`src/rtl/csi2c_pkg.sv`:
```
package csi2c_pkg;

    localparam int BYTE_W   = 8;
    localparam int CNT_W    = 4;
    localparam int PLL_REGS = 5;
    localparam int HIB_BIT  = 5;

    localparam logic [7:0] REG_CTL   = 8'h10;
    localparam logic [7:0] REG_DRV   = 8'h11;
    localparam logic [7:0] REG_PLL0  = 8'h13;
    localparam logic [7:0] DRV_RESET = 8'hFF;

    typedef enum logic [2:0] {
        ST_IDLE,
        ST_ADDR,
        ST_ACK,
        ST_RX,
        ST_TX,
        ST_MACK
    } bus_st_t;

    // Output drive control register, fields in bit order 7..0.
    typedef struct packed {
        logic [2:0] o2_drv;
        logic       o2_en;
        logic [2:0] o1_drv;
        logic       o1_en;
    } drv_t;

    function automatic logic is_pll(input logic [7:0] a);
        return (a >= REG_PLL0) && (a < REG_PLL0 + 8'(PLL_REGS));
    endfunction

endpackage

```
`src/rtl/csi2c_sync.sv`:
```
module csi2c_sync #(
    parameter int STAGES = 2
) (
    input  logic clk,
    input  logic rst,
    input  logic scl_i,
    input  logic sda_i,
    output logic scl_lvl,
    output logic sda_lvl,
    output logic scl_rise,
    output logic scl_fall,
    output logic start_det,
    output logic stop_det
);
    logic [STAGES-1:0] scl_pipe, sda_pipe;
    logic scl_q, sda_q;

    always_ff @(posedge clk) begin
        if (rst) begin
            scl_pipe <= '1;
            sda_pipe <= '1;
            scl_q    <= 1'b1;
            sda_q    <= 1'b1;
        end else begin
            scl_pipe <= {scl_pipe[STAGES-2:0], scl_i};
            sda_pipe <= {sda_pipe[STAGES-2:0], sda_i};
            scl_q    <= scl_pipe[STAGES-1];
            sda_q    <= sda_pipe[STAGES-1];
        end
    end

    assign scl_lvl   = scl_pipe[STAGES-1];
    assign sda_lvl   = sda_pipe[STAGES-1];
    assign scl_rise  = scl_lvl & ~scl_q;
    assign scl_fall  = ~scl_lvl & scl_q;
    assign start_det = scl_lvl & scl_q & sda_q & ~sda_lvl;
    assign stop_det  = scl_lvl & scl_q & ~sda_q & sda_lvl;

endmodule

```
`src/rtl/csi2c_engine.sv`:
```
module csi2c_engine
    import csi2c_pkg::*;
(
    input  logic       clk,
    input  logic       rst,
    input  logic       cs_n,
    input  logic       scl_lvl,
    input  logic       sda_lvl,
    input  logic       scl_rise,
    input  logic       scl_fall,
    input  logic       start_det,
    input  logic       stop_det,
    input  logic [7:0] rd_data,
    output logic [7:0] ptr,
    output logic       wr_en,
    output logic [7:0] wr_addr,
    output logic [7:0] wr_data,
    output logic       sda_oe
);
    bus_st_t           st;
    logic [CNT_W-1:0]  cnt;
    logic [BYTE_W-1:0] sh;
    logic              rw, need_ptr, mack;

    logic at_boundary;
    assign at_boundary = (st == ST_IDLE) ||
                         ((st == ST_ADDR || st == ST_RX) && cnt <= CNT_W'(1));

    always_ff @(posedge clk) begin
        wr_en <= 1'b0;
        if (rst) begin
            st       <= ST_IDLE;
            cnt      <= '0;
            sh       <= '0;
            sda_oe   <= 1'b0;
            ptr      <= '0;
            rw       <= 1'b0;
            need_ptr <= 1'b0;
            mack     <= 1'b0;
            wr_addr  <= '0;
            wr_data  <= '0;
        end else if (cs_n || stop_det) begin
            st     <= ST_IDLE;
            cnt    <= '0;
            sda_oe <= 1'b0;
        end else if (start_det) begin
            st     <= at_boundary ? ST_ADDR : ST_IDLE;
            cnt    <= '0;
            sda_oe <= 1'b0;
        end else begin
            if (scl_rise && st != ST_IDLE)
                cnt <= cnt + CNT_W'(1);
            unique case (st)
                ST_ADDR, ST_RX: begin
                    if (scl_rise) begin
                        sh <= {sh[BYTE_W-2:0], sda_lvl};
                    end else if (scl_fall && cnt == CNT_W'(BYTE_W)) begin
                        cnt <= '0;
                        if (st == ST_ADDR) begin
                            if (sh[7:1] != 7'd0) begin
                                sda_oe   <= 1'b1;
                                st       <= ST_ACK;
                                rw       <= sh[0];
                                need_ptr <= ~sh[0];
                            end else begin
                                st <= ST_IDLE;
                            end
                        end else begin
                            if (need_ptr) begin
                                ptr      <= sh;
                                need_ptr <= 1'b0;
                            end else begin
                                wr_en   <= 1'b1;
                                wr_addr <= ptr;
                                wr_data <= sh;
                                ptr     <= ptr + 8'd1;
                            end
                            sda_oe <= 1'b1;
                            st     <= ST_ACK;
                        end
                    end
                end
                ST_ACK: begin
                    if (scl_fall) begin
                        cnt <= '0;
                        if (rw) begin
                            sh     <= rd_data;
                            sda_oe <= ~rd_data[7];
                            st     <= ST_TX;
                        end else begin
                            sda_oe <= 1'b0;
                            st     <= ST_RX;
                        end
                    end
                end
                ST_TX: begin
                    if (scl_fall) begin
                        if (cnt == CNT_W'(BYTE_W)) begin
                            sda_oe <= 1'b0;
                            cnt    <= '0;
                            mack   <= 1'b0;
                            st     <= ST_MACK;
                        end else begin
                            sh     <= {sh[BYTE_W-2:0], 1'b0};
                            sda_oe <= ~sh[BYTE_W-2];
                        end
                    end
                end
                ST_MACK: begin
                    if (scl_rise) begin
                        mack <= ~sda_lvl;
                        if (!sda_lvl)
                            ptr <= ptr + 8'd1;
                    end else if (scl_fall) begin
                        cnt <= '0;
                        if (mack) begin
                            sh     <= rd_data;
                            sda_oe <= ~rd_data[7];
                            st     <= ST_TX;
                        end else begin
                            st <= ST_IDLE;
                        end
                    end
                end
                default: st <= ST_IDLE;
            endcase
        end
    end

    // a held-high select keeps the data line released
    a_r2_cs_quiet: assert property (@(posedge clk) disable iff (rst)
        (cs_n && $past(cs_n)) |-> !sda_oe);

    // the acknowledge phase is only reached for a nonzero address
    a_r3_no_general_call: assert property (@(posedge clk) disable iff (rst)
        (st == ST_ACK && $past(st) == ST_ADDR) |-> ($past(sh[7:1]) != 7'd0));

    // every stored byte advances the pointer past its own address
    a_r4_ptr_advance: assert property (@(posedge clk) disable iff (rst)
        wr_en |-> (ptr == wr_addr + 8'd1));

    // the line driver only moves while SCL is low
    a_r11_oe_scl_low: assert property (@(posedge clk) disable iff (rst)
        (!cs_n && !$past(cs_n) && sda_oe != $past(sda_oe)) |-> !scl_lvl);

endmodule

```
`src/rtl/csi2c_regs.sv`:
```
module csi2c_regs
    import csi2c_pkg::*;
(
    input  logic                    clk,
    input  logic                    rst,
    input  logic                    wr_en,
    input  logic [7:0]              wr_addr,
    input  logic [7:0]              wr_data,
    input  logic [7:0]              rd_addr,
    output logic [7:0]              rd_data,
    output logic [7:0]              ctl_q,
    output drv_t                    drv_q,
    output logic [PLL_REGS*8-1:0]   pll_flat
);
    logic [7:0] pll_r [PLL_REGS];

    always_ff @(posedge clk) begin
        if (rst) begin
            ctl_q <= '0;
            drv_q <= drv_t'(DRV_RESET);
            for (int i = 0; i < PLL_REGS; i++)
                pll_r[i] <= '0;
        end else if (wr_en) begin
            if (wr_addr == REG_CTL)
                ctl_q <= wr_data;
            if (wr_addr == REG_DRV)
                drv_q <= drv_t'(wr_data);
            for (int i = 0; i < PLL_REGS; i++)
                if (wr_addr == REG_PLL0 + 8'(i))
                    pll_r[i] <= wr_data;
        end
    end

    always_comb begin
        rd_data = '0;
        if (rd_addr == REG_CTL)
            rd_data = ctl_q;
        else if (rd_addr == REG_DRV)
            rd_data = drv_q;
        else if (is_pll(rd_addr))
            rd_data = pll_r[rd_addr - REG_PLL0];
    end

    for (genvar g = 0; g < PLL_REGS; g++) begin : g_pack
        assign pll_flat[g*8 +: 8] = pll_r[g];
    end

    // a write to the drive register is visible on the next cycle
    a_r6_drv_write: assert property (@(posedge clk) disable iff (rst)
        (wr_en && wr_addr == REG_DRV) |=> (drv_q == drv_t'($past(wr_data))));

    // a write outside the map leaves every register alone
    a_r9_unmapped_write: assert property (@(posedge clk) disable iff (rst)
        (wr_en && wr_addr != REG_CTL && wr_addr != REG_DRV && !is_pll(wr_addr))
        |=> ($stable(ctl_q) && $stable(drv_q) && $stable(pll_flat)));

endmodule

```
`src/rtl/csi2c_slave.sv`:
```
module csi2c_slave
    import csi2c_pkg::*;
#(
    parameter int SYNC_STAGES = 2
) (
    input  logic        clk,
    input  logic        rst,
    input  logic        cs_n,
    input  logic        scl_i,
    input  logic        sda_i,
    output logic        sda_oe,
    output logic        hib,
    output logic        o1_en,
    output logic [2:0]  o1_drv,
    output logic        o2_en,
    output logic [2:0]  o2_drv,
    output logic [16:0] pll_frac,
    output logic [6:0]  pll_int,
    output logic [7:0]  div1,
    output logic [7:0]  div2
);
    logic scl_lvl, sda_lvl, scl_rise, scl_fall, start_det, stop_det;
    logic [7:0] ptr, rd_data, wr_addr, wr_data, ctl_q;
    logic wr_en;
    drv_t drv_q;
    logic [PLL_REGS*8-1:0] pll_flat;

    csi2c_sync #(.STAGES(SYNC_STAGES)) u_sync (
        .clk(clk), .rst(rst), .scl_i(scl_i), .sda_i(sda_i),
        .scl_lvl(scl_lvl), .sda_lvl(sda_lvl), .scl_rise(scl_rise),
        .scl_fall(scl_fall), .start_det(start_det), .stop_det(stop_det)
    );

    csi2c_engine u_engine (
        .clk(clk), .rst(rst), .cs_n(cs_n),
        .scl_lvl(scl_lvl), .sda_lvl(sda_lvl), .scl_rise(scl_rise),
        .scl_fall(scl_fall), .start_det(start_det), .stop_det(stop_det),
        .rd_data(rd_data), .ptr(ptr), .wr_en(wr_en), .wr_addr(wr_addr),
        .wr_data(wr_data), .sda_oe(sda_oe)
    );

    csi2c_regs u_regs (
        .clk(clk), .rst(rst), .wr_en(wr_en), .wr_addr(wr_addr),
        .wr_data(wr_data), .rd_addr(ptr), .rd_data(rd_data),
        .ctl_q(ctl_q), .drv_q(drv_q), .pll_flat(pll_flat)
    );

    assign hib      = ctl_q[HIB_BIT];
    assign o1_en    = drv_q.o1_en & ~hib;
    assign o2_en    = drv_q.o2_en & ~hib;
    assign o1_drv   = drv_q.o1_drv;
    assign o2_drv   = drv_q.o2_drv;
    assign pll_frac = {pll_flat[16], pll_flat[15:0]};
    assign pll_int  = pll_flat[23:17];
    assign div1     = pll_flat[31:24];
    assign div2     = pll_flat[39:32];

endmodule

```
`config.mk`:
```
export PLATFORM = sky130hd
export DESIGN_NAME = csi2c_slave
export DESIGN_NICKNAME = d
export VERILOG_FILES = /design/src/rtl/csi2c_pkg.sv /design/src/rtl/csi2c_sync.sv /design/src/rtl/csi2c_engine.sv /design/src/rtl/csi2c_regs.sv /design/src/rtl/csi2c_slave.sv
export SDC_FILE = /design/constraint.sdc
export NUM_CORES = 1
export LEC_CHECK = 0
export ABC_CLOCK_PERIOD_IN_PS = 6200
export BUFFER_PORTS_ARGS = -buffer_cell sky130_fd_sc_hd__buf_2
export CORE_ASPECT_RATIO = 0.9
export CORE_UTILIZATION = 45
export CTS_CLUSTER_SIZE = 24
export DETAILED_ROUTE_END_ITERATION = 7
export PLACE_DENSITY = 0.68
export SLEW_MARGIN = 20
export SYNTH_ARGS = -nofsm -noshare
export SYNTH_HDL_FRONTEND = slang
export SYNTH_SLANG_ARGS = --single-unit
```
`constraint.sdc`:
```
create_clock -name clk -period 6.2 [get_ports clk]
set_clock_uncertainty 0.2 [all_clocks]
set_input_delay 0.62 -clock clk [delete_from_list [all_inputs] [get_ports clk]]
set_output_delay 0.62 -clock clk [all_outputs]
set_load 0.05 [all_outputs]
```
Word level (Yosys, flattened, before mapping)
Memories as Yosys holds them, arrays and structs flattened.
Cells that the tools add are included.
{"block": "op_classes", "bitwise": 29, "eq_ne": 38, "addsub": 3, "n_reduce_logical": 27, "mux": 87, "n_lt_le_gt_ge": 3}
{"cell": "2-to-1 mux 8 bit", "n": 22}
{"cell": "equality test 8 x 5 -> 1 bit (second input constant)", "n": 9}
{"cell": "2-to-1 mux 1 bit", "n": 40}
{"cell": "one-hot mux 8 bit (4 select lines)", "n": 1}
{"cell": "2-to-1 mux 3 bit", "n": 10}
{"cell": "2-to-1 mux 4 bit", "n": 7}
{"cell": "AND reduction 7 bit", "n": 3}
{"cell": "!= test 2 x 1 -> 1 bit (second input constant)", "n": 9}
{"cell": "one-hot mux 4 bit (4 select lines)", "n": 1}
{"cell": "one-hot mux 8 bit (2 select lines)", "n": 1}
{"cell": "!= test 3 x 2 -> 1 bit (second input constant)", "n": 5}
{"cell": "inverter 1 bit", "n": 15}
{"cell": "!= test 2 bit (second input constant)", "n": 6}
{"cell": "one-hot mux 3 bit (4 select lines)", "n": 1}
{"cell": "AND reduction 6 bit", "n": 2}
{"cell": "AND reduction 11 bit", "n": 1}
{"cell": "AND 1 bit", "n": 9}
{"cell": "!= test 3 bit (second input constant)", "n": 3}
{"cell": "AND reduction 9 bit", "n": 1}
{"cell": "adder 8 x 1 -> 8 bit (second input constant)", "n": 1}
{"cell": "greater-or-equal comparator 8 x 5 -> 1 bit (second input constant)", "n": 1}
{"cell": "less-than comparator 8 x 5 -> 1 bit (second input constant)", "n": 1}
{"cell": "AND reduction 8 bit", "n": 1}
{"cell": "nonzero test 7 bit", "n": 1}
{"cell": "other kinds (21)", "n": 36}
{"block": "word_totals", "ram_bits": 40, "out_inout_bits": 50, "reg_bits": 66, "mem_count": 1}
{"memory": "u_regs.pll_r", "words": 5, "word_bits": 8, "read_ports": 6, "rd_clocked_by_memory_dff": 0, "write_ports": 5, "line": "csi2c_regs.sv:15", "text": "logic [7:0] pll_r [PLL_REGS];"}

Depth between registers and ports, before layout
{"block": "depth", "word_depth": 10, "ltp_mapped": 10}

By module
From an unflattened synthesis, not the netlist that was laid out.
{"block": "unflattened", "cells_unflattened": 497, "hier_area_um2": 5298.8}
{"mod": "csi2c_regs", "instances": 1, "area_each_um2": 2675.1, "cells_each": 210}
{"mod": "csi2c_engine", "instances": 1, "area_each_um2": 2421.1, "cells_each": 269}
{"mod": "csi2c_sync", "instances": 1, "area_each_um2": 190.2, "cells_each": 16}
{"mod": "csi2c_slave", "instances": 1, "area_each_um2": 12.5, "cells_each": 2}

Worst setup path before layout
No wires, ideal clock.
{"block": "synth_path", "kind": "register -> register", "startpoint": "register u_engine.ptr[0]", "endpoint": "register u_engine.sh[0]", "path_buffers": 3, "arrival_ns": 2.142, "stages_incl_launch_ff": 10, "path_slack_ns": 3.723, "cell_sequence": "dfxtp_1 -> buf_4 -> buf_2 -> inv_1 -> ha_1 -> clkbuf_1 -> mux4_2 -> mux2_2 -> o211ai_1 -> a311oi_2"}
{"block": "synth_via", "elab_chain_len": 9}
{"item": "start, declared", "line": "csi2c_engine.sv:14", "text": "output logic [7:0] ptr,"}
{"item": "start signal, assigned", "line": "csi2c_engine.sv:70", "text": "ptr <= sh;"}
{"item": "start signal, assigned", "line": "csi2c_engine.sv:76", "text": "ptr <= ptr + 8'd1;"}
{"item": "start signal, assigned", "line": "csi2c_engine.sv:113", "text": "ptr <= ptr + 8'd1;"}
{"item": "subtractor 3 x 2 -> 3 bit, or another cell as far along", "line": "csi2c_regs.sv:41", "text": "rd_data = pll_r[rd_addr - REG_PLL0];"}
{"item": "memory (5 x 8 bit) / logical AND 1 bit (equally long branches)"}
{"item": "2-to-1 mux 8 bit", "line": "csi2c_regs.sv:40", "text": "else if (is_pll(rd_addr))"}
{"item": "2-to-1 mux 8 bit", "line": "csi2c_regs.sv:38", "text": "else if (rd_addr == REG_DRV)"}
{"item": "2-to-1 mux 8 bit (*)", "line": "csi2c_regs.sv:36", "text": "if (rd_addr == REG_CTL)"}
{"item": "2-to-1 mux 8 bit", "line": "csi2c_engine.sv:116", "text": "if (mack) begin"}
{"item": "2-to-1 mux 8 bit", "line": "csi2c_engine.sv:114", "text": "end else if (scl_fall) begin"}
{"item": "2-to-1 mux 8 bit", "line": "csi2c_engine.sv:110", "text": "if (scl_rise) begin"}
{"item": "one-hot mux 8 bit (4 select lines) (*)", "line": "csi2c_engine.sv:53", "text": "unique case (st)"}
{"item": "end signal, assigned", "line": "csi2c_engine.sv:56", "text": "sh <= {sh[BYTE_W-2:0], sda_lvl};"}
{"item": "end signal, assigned", "line": "csi2c_engine.sv:104", "text": "sh <= {sh[BYTE_W-2:0], 1'b0};"}
{"item": "end signal, assigned", "line": "csi2c_engine.sv:117", "text": "sh <= rd_data;"}
{"item": "end, declared", "line": "csi2c_engine.sv:22", "text": "logic [BYTE_W-1:0] sh;"}
Mark *: on every way between the ends. The rest lies on a longest branch, timed or not. The select of a mux whose other input is x is not followed.
A chain may end at the register's enable or synchronous reset.

Worst setup path after layout
{"block": "layout_path", "startpoint": "register u_engine.ptr[0]", "endpoint": "register u_engine.sh[4]"}
Same word-level chain as after synthesis.

==> results.txt <==
----------------------------------------------------
[Outcome]
  Outcome ... complete, no violations

[Yosys]
  Cells taking the most area after synthesis ... dfxtp_1 25%, edfxtp_1 23%, mux2i_1 7.3%
  Top cells by instance count after synthesis ... 66 x dfxtp_1, 53 x nor2_1, 40 x edfxtp_1
  Count of distinct cell types in the synthesized netlist ... 78
  Asr flop ratio synth ... 0%
  Top_reg_cell synth ... dfxtp_1
  Proportion of synthesized chip area in sequential cells ... 47.5%
  Summed instance area of the synthesized netlist ... 0.00531 sq mm
  Number of enable-type register cells in the synthesized netlist ... 40
  Yosys top cell area share ... 24.9%
  Gate count after technology mapping ... 504
  Post-synthesis register bit count ... 106
  Cell type with the highest aggregate area in the netlist ... dfxtp_1
  Syn Nets ... 515
  Mean instance size in the synthesized netlist ... 10.5 sq um
  Yosys warns ... 0
  Most frequently used cell type in the post-synthesis netlist ... dfxtp_1

[Finish]
  Post-layout utilization of the core ... 51.1%
  Antenna Cells ... 0
  Nets@finish ... 543
  Layout area overhead ... 10.4%
  Non-filler instance count after layout ... 693
  Fraction of layout cells with a size suffix above 1 ... 21.2%

[Setup path]
  Crit-path max cell delay ... 0.83 ns
  Kind of start point of the critical path ... flop
  Worst path arrival time ... 3.00 ns
  CP required ... 6.24 ns
  R2R setup slack ... 3.24 ns
  Startpoint of the worst-slack reg-to-reg timing path ... u_engine.ptr[0]
  Cell family with most CP delay ... flip-flops
  Path depth of the worst reg2reg path ... 5
  Sort of element at the end of the critical path ... flop
  Crit-path cells ... ha_1 -> xor2_1 -> mux2_2 -> o211ai_1 -> a311oi_1
  Capturing point of the worst reg2reg path ... u_engine.sh[4]
  Type of the setup path with the least slack ... reg -> reg
  Slowest stage cell on the critical path ... dfxtp_1
  Critical Path Fanout Max ... 19
  Combined buffer and inverter count along the critical path ... 0

[Timing]
  Min Hold Slack ... 0.212 ns
  Number of setup violations in the final report ... 0
  RSZ-0062 raised after global routing ... false
  Transition time at the pin with the least slew margin ... 1.03 ns
  Number of pins with negative max-slew slack in the final report ... 0
  Post-layout minimum cycle time ... 2.96 ns
  Final hold viol count ... 0
  Post-route fraction of the period consumed by the critical path ... 47.7%
  Fmax ... 0.338 GHz
  Setup TNS ... 0 ns
  Slew HR ... 31.3%

[Floorplanning]
  Vertical die dimension ... 105 um
  Row count ... 37
  Placeable core region ... 0.0115 sq mm
  Number of I/O pins ... 55
  Die outline area ... 0.0122 sq mm
  Die width ... 117 um
  Effective utilization at floorplan ... 46.3%

[Clocking]
  Number of H-tree branching levels ... 3
  Worst-skew pair later-pin latency ... 0.35 ns
  Post-cts sizing count ... 0
  Clock-pin slew of the registers on the worst-case setup and hold paths ... 0.08 ns
  Cts bufs inserted ... 9
  Clock Root Buffer ... clkbuf_16
  CTS tree ... yes
  Hold buffer count at cts ... 0
  CTS sink cnt ... 106
  Setup fix buffers added after clock tree synthesis ... 0
  Worst-case clock buffer depth ... 2

[Flow run]
  Max-capacitance violation count ... 0

[Placement]
  Total of buffers placed on input and output ports ... 54
  Gp weighted congestion ... 0.875
  Post-DP HPWL ... 9.04 mm
  Number of cells after detailed placement ... 677

[Detailed routing]
  Detailed router's first-iteration violation count ... 303
  Mean routed wirelength per cell ... 18.2 um
  Total number of vias ... 4,002
  Router iterations before antenna repair ... 5
  Via density per instance ... 5.77
  Wirelength, routed ... 12.6 mm
  DRC violation count after routing ... 0
  Number of nets with antenna violations after detailed routing ... 0

[GRT]
  Pin count of the biggest net entering global routing ... 56
  Initial antenna violation count ... 0
  Grt total ovfl ... 0
  First-pass GRT wire length ... 20.2 mm
  Number of global-route vias before repair ... 3,787
  Total track usage ... 21.8%

[Hold path]
  Worst Hold Class ... reg -> reg
  Worst hold path startpoint ... u_sync.sda_pipe[0]
  Hold Path End ... u_sync.sda_pipe[1]
  Worst Hold Path Cells ... 1

[Power]
  Areal power density over the cells ... 240 mW/mm^2
  Leakage power summed over all cells ... 0.00213 uW
  Peak supply drop ... 165 uV

----------------------------------------------------
## stage by stage
step / total power [uW] / setup slack [ns] / instance area [sq um]
5_1_grt: 1450 / 2.99 / 5870
4_1_cts: 1420 / 3.27 / 5860
6_report: 1410 / 3.24 / 5870
3_3_place_gp: 863 / 3.46 / 5550
2_1_floorplan: 838 / 3.72 / 5310
3_5_place_dp: 863 / 3.32 / 5550
## cells by family after synthesis
| kind of cell | count (synthesis) | synth area share [%] |
|---|---|---|
| simple gates | 183 | 19.4 |
| flops | 106 | 47.5 |
| compound gates | 102 | 13.6 |
| mux | 53 | 11.9 |
| buf+inv | 49 | 5.39 |
| fa+ha+maj | 6 | 1.41 |
| xor+xnor | 5 | 0.824 |
## power by group
part	switching (uW)	internal [uW]	total [uW]
Sequential	13.1	736	749
Combinational	75.8	22.4	98.2
Clock	275	286	561
## cell type report
class                      count  area, sq um
timing repair buffer          56          285
clock inverter                 7         77.6
fill                        1057         5610
sequential                   106         2520
tap                          156          195
multi-input combinational    349         2520
inverter                      10         37.5
clock buffer                   9          225
## registers in the layout (all words and copies together) (netlist names)
register,flops
u_engine.rw,1
u_engine.wr_addr,8
u_engine.wr_data,8
u_engine.st,3
u_regs.ctl_q,8
u_regs.drv_q,8
u_engine.mack,1
u_sync.sda_q,1
u_engine.sh,8
u_engine.cnt,4
u_engine.wr_en,1
u_engine.ptr,8
u_regs.pll_r,40
u_sync.scl_pipe,2
u_sync.sda_pipe,2
u_sync.scl_q,1
u_engine.sda_oe,1
u_engine.need_ptr,1
## worst max-delay path by stage
stage	startpoint	to	depth (start not counted)
6_report	u_engine.ptr[0]	u_engine.sh[4]	5
5_1_grt	u_engine.ptr[0]	u_engine.sh[4]	5
4_1_cts	u_engine.ptr[0]	u_engine.sh[4]	5
3_5_place_dp	u_engine.ptr[0]	u_engine.sh[0]	5
3_3_place_gp	u_engine.ptr[0]	u_engine.sh[0]	5
2_1_floorplan	u_engine.ptr[0]	u_engine.sh[0]	9
## worst reg2reg max path, stage by stage, from the launching register on
cell,delay (ns)
dfxtp_1,0.83
ha_1,0.50
xor2_1,0.63
mux2_2,0.28
o211ai_1,0.08
a311oi_1,0.33
## layer usage
layer	track usage, %	vias to the layer above	share of wire [%]
met5	0	-	0
met4	8.41	0	2.3
met3	3.83	24	4.0
met2	34.7	112	49
met1	29.3	1964	45
li1	-	1902	-
## cell usage in the layout (no fill, tap or decap), types with 10 or more instances in the layout
cell type	instances
and2_1	10
dfxtp_1	66
a21oi_1	25
nor2_1	53
buf_2	54
nand3_1	14
mux2i_1	39
edfxtp_1	40
nand2_1	39
o21ai_0	15
Power figures use the tool's default switching activity.
